===== config.mk =====
export PLATFORM = sky130hd
export DESIGN_NAME = gpio_pin_hub
export DESIGN_NICKNAME = d
export VERILOG_FILES = /design/src/rtl/gph_pkg.sv /design/src/rtl/gph_addr_dec.sv /design/src/rtl/gph_regbank.sv /design/src/rtl/gph_clk_edge.sv /design/src/rtl/gpio_pin_hub.sv
export SDC_FILE = /design/constraint.sdc
export NUM_CORES = 1
export LEC_CHECK = 0
export BUFFER_PORTS_ARGS = -buffer_cell sky130_fd_sc_hd__buf_4
export CAP_MARGIN = 0
export CORE_MARGIN = 8
export CORE_UTILIZATION = 60
export DETAILED_ROUTE_END_ITERATION = 8
export GPL_ROUTABILITY_DRIVEN = 0
export GPL_TIMING_DRIVEN = 1
export PLACE_DENSITY = 0.74
export SYNTH_ARGS = -nofsm -noshare
export SYNTH_HDL_FRONTEND = slang
export SYNTH_HIERARCHICAL = 1
export SYNTH_SLANG_ARGS = --single-unit

===== constraint.sdc =====
create_clock -name clk -period 2.6 [get_ports clk]
set_input_delay 0.26 -clock clk [delete_from_list [all_inputs] [get_ports clk]]
set_output_delay 0.26 -clock clk [all_outputs]
set_load 0.02 [all_outputs]

===== src/rtl/gph_pkg.sv =====
package gph_pkg;
  localparam int unsigned DATA_W     = 32;
  // word indices whose behaviour differs from plain storage
  localparam int unsigned IDX_PA_OUT = 0;
  localparam int unsigned IDX_PA_IN  = 1;
  localparam int unsigned IDX_PA_OE  = 2;
  localparam int unsigned IDX_PD_OUT = 16;
  localparam int unsigned IDX_PD_IN  = 17;
  localparam int unsigned IDX_PD_OE  = 18;
  // bit positions of peripheral lines
  localparam int unsigned BIT_RDY    = 7;
  localparam int unsigned BIT_ALE    = 6;
  localparam int unsigned BIT_CLE    = 5;
  localparam int unsigned BIT_CE     = 4;
  localparam int unsigned BIT_SCK    = 1;
  localparam int unsigned BIT_SDI    = 4;
  localparam int unsigned BIT_SDO    = 4;
endpackage


===== src/rtl/gph_addr_dec.sv =====
module gph_addr_dec #(
  parameter int unsigned ADDR_W    = 8,
  parameter int unsigned NUM_WORDS = 23,
  localparam int unsigned IDX_W    = ADDR_W - 2
) (
  input  logic [ADDR_W-1:0] addr,
  output logic [IDX_W-1:0]  idx,
  output logic              hit
);
  logic aligned;
  logic in_range;

  always_comb begin
    idx      = addr[ADDR_W-1:2];
    aligned  = (addr[1:0] == 2'b00);
    in_range = (int'(idx) < int'(NUM_WORDS));
    hit      = aligned && in_range;
  end
endmodule


===== src/rtl/gph_regbank.sv =====
module gph_regbank #(
  parameter int unsigned NUM_WORDS = 23,
  parameter int unsigned DATA_W    = 32,
  parameter int unsigned IDX_W     = 6
) (
  input  logic                             clk,
  input  logic                             rst_n,
  input  logic                             we,
  input  logic [IDX_W-1:0]                 widx,
  input  logic [DATA_W-1:0]                wdata,
  output logic [NUM_WORDS-1:0][DATA_W-1:0] q
);
  for (genvar i = 0; i < NUM_WORDS; i++) begin : g_word
    logic              wen;
    logic [DATA_W-1:0] word_d;
    logic [DATA_W-1:0] word_q;

    always_comb begin
      wen    = we && (widx == IDX_W'(i));
      word_d = wen ? wdata : word_q;
    end

    always_ff @(posedge clk or negedge rst_n) begin
      if (!rst_n) begin
        word_q <= '0;
      end else if (wen) begin
        word_q <= word_d;
      end
    end

    assign q[i] = word_q;
  end
endmodule


===== src/rtl/gph_clk_edge.sv =====
module gph_clk_edge (
  input  logic clk,
  input  logic rst_n,
  input  logic wr_pd,
  input  logic new_bit,
  input  logic old_bit,
  output logic edge_o,
  output logic rise_o
);
  logic edge_d;
  logic rise_d;

  always_comb begin
    edge_d = wr_pd && (new_bit != old_bit);
    rise_d = edge_d && new_bit;
  end

  always_ff @(posedge clk or negedge rst_n) begin
    if (!rst_n) begin
      edge_o <= 1'b0;
      rise_o <= 1'b0;
    end else begin
      edge_o <= edge_d;
      rise_o <= rise_d;
    end
  end
endmodule


===== src/rtl/gpio_pin_hub.sv =====
module gpio_pin_hub
  import gph_pkg::*;
#(
  parameter int unsigned ADDR_W    = 8,
  parameter int unsigned NUM_WORDS = 23
) (
  input  logic              clk,
  input  logic              rst_n,
  input  logic              wr_en,
  input  logic              rd_en,
  input  logic [ADDR_W-1:0] addr,
  input  logic [31:0]       wdata,
  output logic [31:0]       rdata,
  input  logic              flash_rdy_i,
  output logic              flash_ale_o,
  output logic              flash_cle_o,
  output logic              flash_ce_o,
  input  logic              sens_sdo_i,
  output logic              sens_sck_o,
  output logic              sens_sdi_o,
  output logic              sens_edge_o,
  output logic              sens_rise_o
);
  localparam int unsigned IDX_W = ADDR_W - 2;

  logic [IDX_W-1:0]                 idx;
  logic                             hit;
  logic                             we;
  logic                             wr_pd;
  logic [NUM_WORDS-1:0][DATA_W-1:0] words;
  logic [DATA_W-1:0]                rd_next;
  logic [DATA_W-1:0]                pa_view;
  logic [DATA_W-1:0]                pd_view;

  gph_addr_dec #(.ADDR_W(ADDR_W), .NUM_WORDS(NUM_WORDS)) u_dec (
    .addr (addr),
    .idx  (idx),
    .hit  (hit)
  );

  assign we    = wr_en && hit;
  assign wr_pd = we && (idx == IDX_W'(IDX_PD_OUT));

  gph_regbank #(.NUM_WORDS(NUM_WORDS), .DATA_W(DATA_W), .IDX_W(IDX_W)) u_bank (
    .clk   (clk),
    .rst_n (rst_n),
    .we    (we),
    .widx  (idx),
    .wdata (wdata),
    .q     (words)
  );

  gph_clk_edge u_edge (
    .clk     (clk),
    .rst_n   (rst_n),
    .wr_pd   (wr_pd),
    .new_bit (wdata[BIT_SCK]),
    .old_bit (words[IDX_PD_OUT][BIT_SCK]),
    .edge_o  (sens_edge_o),
    .rise_o  (sens_rise_o)
  );

  // peripheral pins driven from stored output words
  assign flash_ale_o = words[IDX_PA_OUT][BIT_ALE];
  assign flash_cle_o = words[IDX_PA_OUT][BIT_CLE];
  assign flash_ce_o  = words[IDX_PA_OUT][BIT_CE];
  assign sens_sck_o  = words[IDX_PD_OUT][BIT_SCK];
  assign sens_sdi_o  = words[IDX_PD_OUT][BIT_SDI];

  // input views: masked output with live lines merged
  always_comb begin
    pa_view          = words[IDX_PA_OUT] & words[IDX_PA_OE];
    pa_view[BIT_RDY] = flash_rdy_i;
    pd_view          = words[IDX_PD_OUT] & words[IDX_PD_OE];
    pd_view[BIT_SDO] = pd_view[BIT_SDO] | sens_sdo_i;
  end

  always_comb begin
    rd_next = '0;
    if (hit) begin
      for (int i = 0; i < int'(NUM_WORDS); i++) begin
        if (idx == IDX_W'(i)) rd_next = words[i];
      end
      if (idx == IDX_W'(IDX_PA_IN)) rd_next = pa_view;
      if (idx == IDX_W'(IDX_PD_IN)) rd_next = pd_view;
    end
  end

  always_ff @(posedge clk or negedge rst_n) begin
    if (!rst_n) begin
      rdata <= '0;
    end else if (rd_en) begin
      rdata <= rd_next;
    end
  end
endmodule


==> flow_summary.json, run 1 <==
{
  "drtIter0Drc": 3815,
  "fp.dieW_um": 251,
  "grt_max_degree": 113,
  "start_util_pct": 60.4,
  "clock_latency_ns": 0.63,
  "fill_cells": 3676,
  "avgSynthCellArea_um2": 12.4,
  "cts_root_buffer": "clkbuf_16",
  "powerDensity_nw_per_um2": 607,
  "cpPeakStageDelay_ns": 0.73,
  "hold_violations": 0,
  "wirelength_um": 121000,
  "grtUsageTotal_pct": 37.6,
  "worstPathRequired_ns": 3.08,
  "syn_nets": 2722,
  "tritoncts": "yes",
  "wl_per_cell_um": 33.3,
  "cts.clk_slew.worst_paths_ns": 0.06,
  "grt_remaining_overflow": 0,
  "min_period_ns": 2.30,
  "finalInstanceArea_um2": 39000,
  "synth_area_um2": 33200,
  "hold_path_class": "in -> reg",
  "syn_inst": 2676,
  "fin_setup_tns_ns": 0,
  "critPathSlowestCell": "nor4b_2",
  "status": "finished clean",
  "area_growth_pct": 17.8,
  "cp_max_fo": 13,
  "slew_headroom_pct": 47.4,
  "layout-drive-gt1-share_pct": 41.3,
  "cp-end-kind": "flip-flop",
  "post_cts_buffers": 0,
  "fmax_mhz": 435,
  "dieHeight_um": 251,
  "timing.final.crit_share_pct": 88.4,
  "worst-slew-pin-transition_ns": 0.787,
  "fin_cells": 3622,
  "vias_per_cell": 7.31,
  "multi_input_area_um2": 14300,
  "antenna_found_initial": 4,
  "num_vias": 26500,
  "synth_warnings": 6,
  "cts_resized": 0,
  "dpl.cell_count": 3485,
  "hpwlAfterDp_um": 78400,
  "antenna_left": 0,
  "crit_chain": "buf_4 > buf_4 > nor4b_2 > nand2_1 > o21ai_0 > nor2_1 > a211oi_1 > o21ai_0",
  "rows": 86,
  "clk_path_buf_depth": 3,
  "dr.pass1.iters": 7,
  "core_um2": 54900,
  "setup_viol": 0,
  "cp.arrival_ns": 2.78,
  "rsz0062_at_grt": "false",
  "grt_pass1_vias": 27200,
  "finalClockSkew_ns": 0.0194,
  "placed_cell_area_um2": 36500,
  "finalMaxSlewViolations": 0,
  "final_nets": 2904,
  "clock_sinks": 706,
  "portBuffers": 84,
  "num_io_pins": 85,
  "cts_buffers": 74,
  "drc_errors": 0,
  "seqCellArea_um2": 17700,
  "startpoint_type": "primary input",
  "maxCapViolCount": 0,
  "critPathKind": "in -> reg",
  "postCtsHoldBufs": 1,
  "htreeDepth": 3,
  "dieArea_um2": 63000,
  "peakVddDrop_uv": 547,
  "grt_pass1_wl_um": 177000,
  "leakage_nw": 19.0
}
-- cell usage in the layout, fill, tap and decap left out, types with 18 or more instances in the layout --
cell type	n
dfrtp_1	706
mux2_2	660
buf_4	286
a21oi_1	102
o21ai_0	92
a22oi_1	91
nand3_1	91
nor2_1	85
nand2_1	83
clkbuf_16	76
buf_12	75
a221oi_1	43
and3_1	38
a31oi_1	26
nor3_1	25
nor2b_1	24
o22ai_1	24
nand4_1	22
clkbuf_8	20
mux2_1	19
a2111oi_0	18
-- layout make-up --
| class | instances | share of cell area [%] |
|---|---|---|
| Clock inverter | 17 | 0.644 |
| Inverter | 8 | 0.0769 |
| Tap cell | 704 | 2.26 |
| Multi-Input combinational cell | 1705 | 36.6 |
| Clock buffer | 112 | 5.73 |
| Timing Repair Buffer | 363 | 9.41 |
| Sequential cell | 706 | 45.2 |
| Antenna cell | 7 | 0.0449 |
-- path summary, 6_finish.rpt --
kind | startpoint | slack (ns) | cells after the start | end
min in group asynchronous | rst_n | 0.15 | 2 | u_bank/g_word[9].word_q[1]$_DFFE_PN0P_
worst max-delay path | addr[3] | 0.30 | 8 | rdata[6]$_DFFE_PN0P_
max in group asynchronous | rst_n | 1.44 | 3 | u_bank/g_word[18].word_q[11]$_DFFE_PN0P_
worst min-delay path | wdata[27] | 0.03 | 2 | u_bank/g_word[12].word_q[27]$_DFFE_PN0P_
worst min register to register | u_bank/g_word[7].word_q[3]$_DFFE_PN0P_ | 0.49 | 1 | u_bank/g_word[7].word_q[3]$_DFFE_PN0P_
worst max register to register | u_bank/g_word[2].word_q[15]$_DFFE_PN0P_ | 0.32 | 7 | rdata[15]$_DFFE_PN0P_
-- state kept, by name, summed over array words and instances, names as in the netlist --
name and flops:
u_edge/rise_o 1, u_edge/edge_o 1, u_bank/g_word.word_q 672, rdata 32
-- metrics by stage --
| step | worst slack (ns) | power, mW | hold WS [ns] | util, % |
|---|---|---|---|---|
| after global placement | -0.159 | 12.8 | 0.207 | 66.6 |
| final | 0.302 | 23.7 | 0.0347 | 71.2 |
| after CTS | 0.400 | 23.7 | 0.0126 | 71.1 |
| after global routing | 0.200 | 24.2 | 0.0549 | 71.1 |
| after floorplan | 0.237 | 12.1 | -0.0356 | - |
| after detailed placement | -0.152 | 12.9 | 0.214 | 66.6 |
-- worst max-delay path: cells and delay by family --
kind | cells | cell delay (ns)
buffers and inverters | 2 | 0.30
AO/OA/AOI/OAI | 3 | 0.96
AND/OR/NAND/NOR | 3 | 1.25
-- routing by layer --
| metal | vias up | GRT usage (%) | wire [µm] |
|---|---|---|---|
| li1 | 10400 | - | - |
| met3 | 584 | 13.0 | 16400 |
| met2 | 2117 | 54.2 | 51300 |
| met4 | 4 | 25.2 | 8950 |
| met5 | - | 0 | 27 |
| met1 | 13400 | 47.8 | 43800 |
-- power by group --
group	leakage (nW)	switching, mW	total (mW)	internal [mW]
Combinational	7.96	0.928	1.40	0.476
Clock	1.23	4.49	10.9	6.45
Sequential	9.82	0.145	11.4	11.2
Total	19.0	5.57	23.7	18.1
No activity file was read; power rests on OpenSTA's default activity.
==> run 2: changes to the inputs <==
- ABC_AREA: default -> 1
==> run 2 against run 1 <==
Net effect: final cell count up 52%; total power down 1.2%; critical path depth up 10; sequential power about the same; global-route usage up 2.3 points; setup slack worse by 0.23 ns; area after synthesis up 2.9%; via count up 26%; utilization down 1.0 points; clock skew up 0.0019 ns; largest cell class unchanged.
==> flow_summary.json, run 2 <==
{
  "status": "finished clean",
  "cp.arrival_ns": 3.05,
  "syn_nets": 4651,
  "worst-slew-pin-transition_ns": 0.691,
  "core_um2": 56300,
  "antenna_found_initial": 3,
  "critPathSlowestCell": "dfrtp_1",
  "cp-end-kind": "flip-flop",
  "fill_cells": 4592,
  "largestRegisters": "u_bank/g_word.word_q (672), rdata (32)",
  "path_delay_family": "simple AND/OR/NAND/NOR gates",
  "vias_per_cell": 6.07,
  "syn_inst": 4605,
  "startpoint_type": "flip-flop",
  "layout_commonest_cell": "nand2_1",
  "hold_violations": 0,
  "dr.pass1.iters": 7,
  "powerDensity_nw_per_um2": 593,
  "wl_per_cell_um": 23.5,
  "antenna_left": 0,
  "setup_ws_ns": 0.0678,
  "use_met3_pct": 11.2,
  "cts_root_buffer": "clkbuf_16",
  "cp_common_cell": "nand2_1",
  "grt_remaining_overflow": 0,
  "hold_path_class": "in -> reg",
  "wirelength_um": 130000,
  "worstPathRequired_ns": 3.12,
  "area_growth_pct": 15.7,
  "hpwlAfterDp_um": 81900,
  "cpPeakStageDelay_ns": 0.42,
  "finalMaxSlewViolations": 0,
  "grt-busiest-layer": "met2",
  "fin_setup_tns_ns": 0,
  "pre_cts_ws_ns": -0.644,
  "grt_pass1_vias": 31400,
  "avgSynthCellArea_um2": 7.41,
  "final_cell_mix": "nand2_1, dfrtp_1, nand3_1, buf_4, nor2_1",
  "crit_chain": "nand3_2 > nand2_4 > nor2_4 > nand4_1 > nor2_2 > nand4_1 > nor2_2 > buf_4 > nand4_1 > nor2_1 > buf_4 > nand3_1 > nand2_1 > nand3_1 > nand2_1 > nand2_1 > nand2_1 > nand2_1",
  "portBuffers": 84,
  "setup_viol": 0,
  "clock_sinks": 706,
  "num_vias": 33400,
  "cts_buffers": 75,
  "clock_latency_ns": 0.63,
  "slew_headroom_pct": 53.7,
  "power_mw": 23.4,
  "fp.dieW_um": 255,
  "grt_use_met2_pct": 57.1,
  "maxCapViolCount": 0,
  "drtIter0Drc": 5191,
  "min_period_ns": 2.53,
  "grt_pass1_wl_um": 195000,
  "tritoncts": "yes",
  "critPathKind": "reg -> reg",
  "hold_slack_ns": 0.0638,
  "largest_register_ffs": 672,
  "drc_errors": 0,
  "rows": 87,
  "synth_warnings": 6,
  "cts.clk_slew.worst_paths_ns": 0.06,
  "timing.final.crit_share_pct": 97.4,
  "num_io_pins": 85,
  "start_util_pct": 60.6,
  "peakVddDrop_uv": 525,
  "fmax_mhz": 395,
  "dieHeight_um": 255,
  "dieArea_um2": 64800,
  "htreeDepth": 3,
  "synth_area_um2": 34100,
  "grtUsageTotal_pct": 39.9,
  "final_core_util_pct": 70.1,
  "clk_path_buf_depth": 3,
  "final_nets": 4738,
  "largest_register": "u_bank/g_word.word_q",
  "cp_max_fo": 3,
  "grt_util_met1_pct": 51.8,
  "layout-drive-gt1-share_pct": 12.9,
  "grt_max_degree": 86,
  "leakage_nw": 21.3,
  "rsz0062_at_grt": "true",
  "path_buf_inv": 2,
  "finalClockSkew_ns": 0.0213
}
[run 2: power by group]
group / switching, mW / internal, mW / total, mW
Sequential: 0.149 / 11.2 / 11.4
Combinational: 1.08 / 0.353 / 1.43
Clock: 4.52 / 6.09 / 10.6
[run 2: per-layer routing]
layer / vias up / wire length [µm] / part of all wire [%]
met5: - / 13 / 0.010
met1: 15800 / 46800 / 36
li1: 14700 / - / -
met2: 2353 / 54700 / 42
met4: 2 / 11200 / 8.7
met3: 482 / 16800 / 13
[run 2: cell type report]
type | instances | area (µm²) | area share (%)
diodes | 2 | 5.00 | 0.0127
clock buffers | 105 | 2160 | 5.48
clock inverters | 22 | 221 | 0.561
inverters | 139 | 524 | 1.33
multi-input cells | 3417 | 14600 | 37.1
flip-flops and latches | 706 | 17700 | 44.8
well taps | 756 | 946 | 2.40
repair buffers | 353 | 3320 | 8.40
[run 2: per-stage QoR]
step | std cells | cell area (µm²)
4_1_cts | 5495 | 39400
3_5_place_dp | 5366 | 37000
6_report | 5500 | 39500
5_1_grt | 5500 | 39500
2_1_floorplan | 4605 | 34100
3_3_place_gp | 5366 | 37000
[run 2: path summary, 6_finish.rpt]
kind / startpoint / depth (start not counted) / slack (ns) / to
min: wdata[3] / 3 / 0.06 / u_bank/g_word[12].word_q[3]$_DFFE_PN0P_
max: u_bank/g_word[2].word_q[29]$_DFFE_PN0P_ / 18 / 0.07 / rdata[29]$_DFFE_PN0P_
max reg2reg: u_bank/g_word[2].word_q[29]$_DFFE_PN0P_ / 18 / 0.07 / rdata[29]$_DFFE_PN0P_
min in group asynchronous: rst_n / 2 / 0.19 / u_bank/g_word[11].word_q[30]$_DFFE_PN0P_
min reg2reg: u_bank/g_word[15].word_q[24]$_DFFE_PN0P_ / 2 / 0.47 / u_bank/g_word[15].word_q[24]$_DFFE_PN0P_
max in group asynchronous: rst_n / 3 / 1.54 / u_bank/g_word[0].word_q[6]$_DFFE_PN0P_
[run 2: repair_timing]
action / 4_1_cts / 5_1_grt
hold buffers: 2 / 0
endpoints found under the hold margin: 55 / 0
resized for setup: 0 / 27
buffers inserted: 0 / 3
endpoints found under the setup margin: 0 / 15
[run 2: worst register-to-register path, delay by kind of cell, from the launching register on]
kind | cells | cell delay, ns
and+or+nand+nor | 16 | 1.70
buffers and inverters | 2 | 0.30
DFF | 1 | 0.42
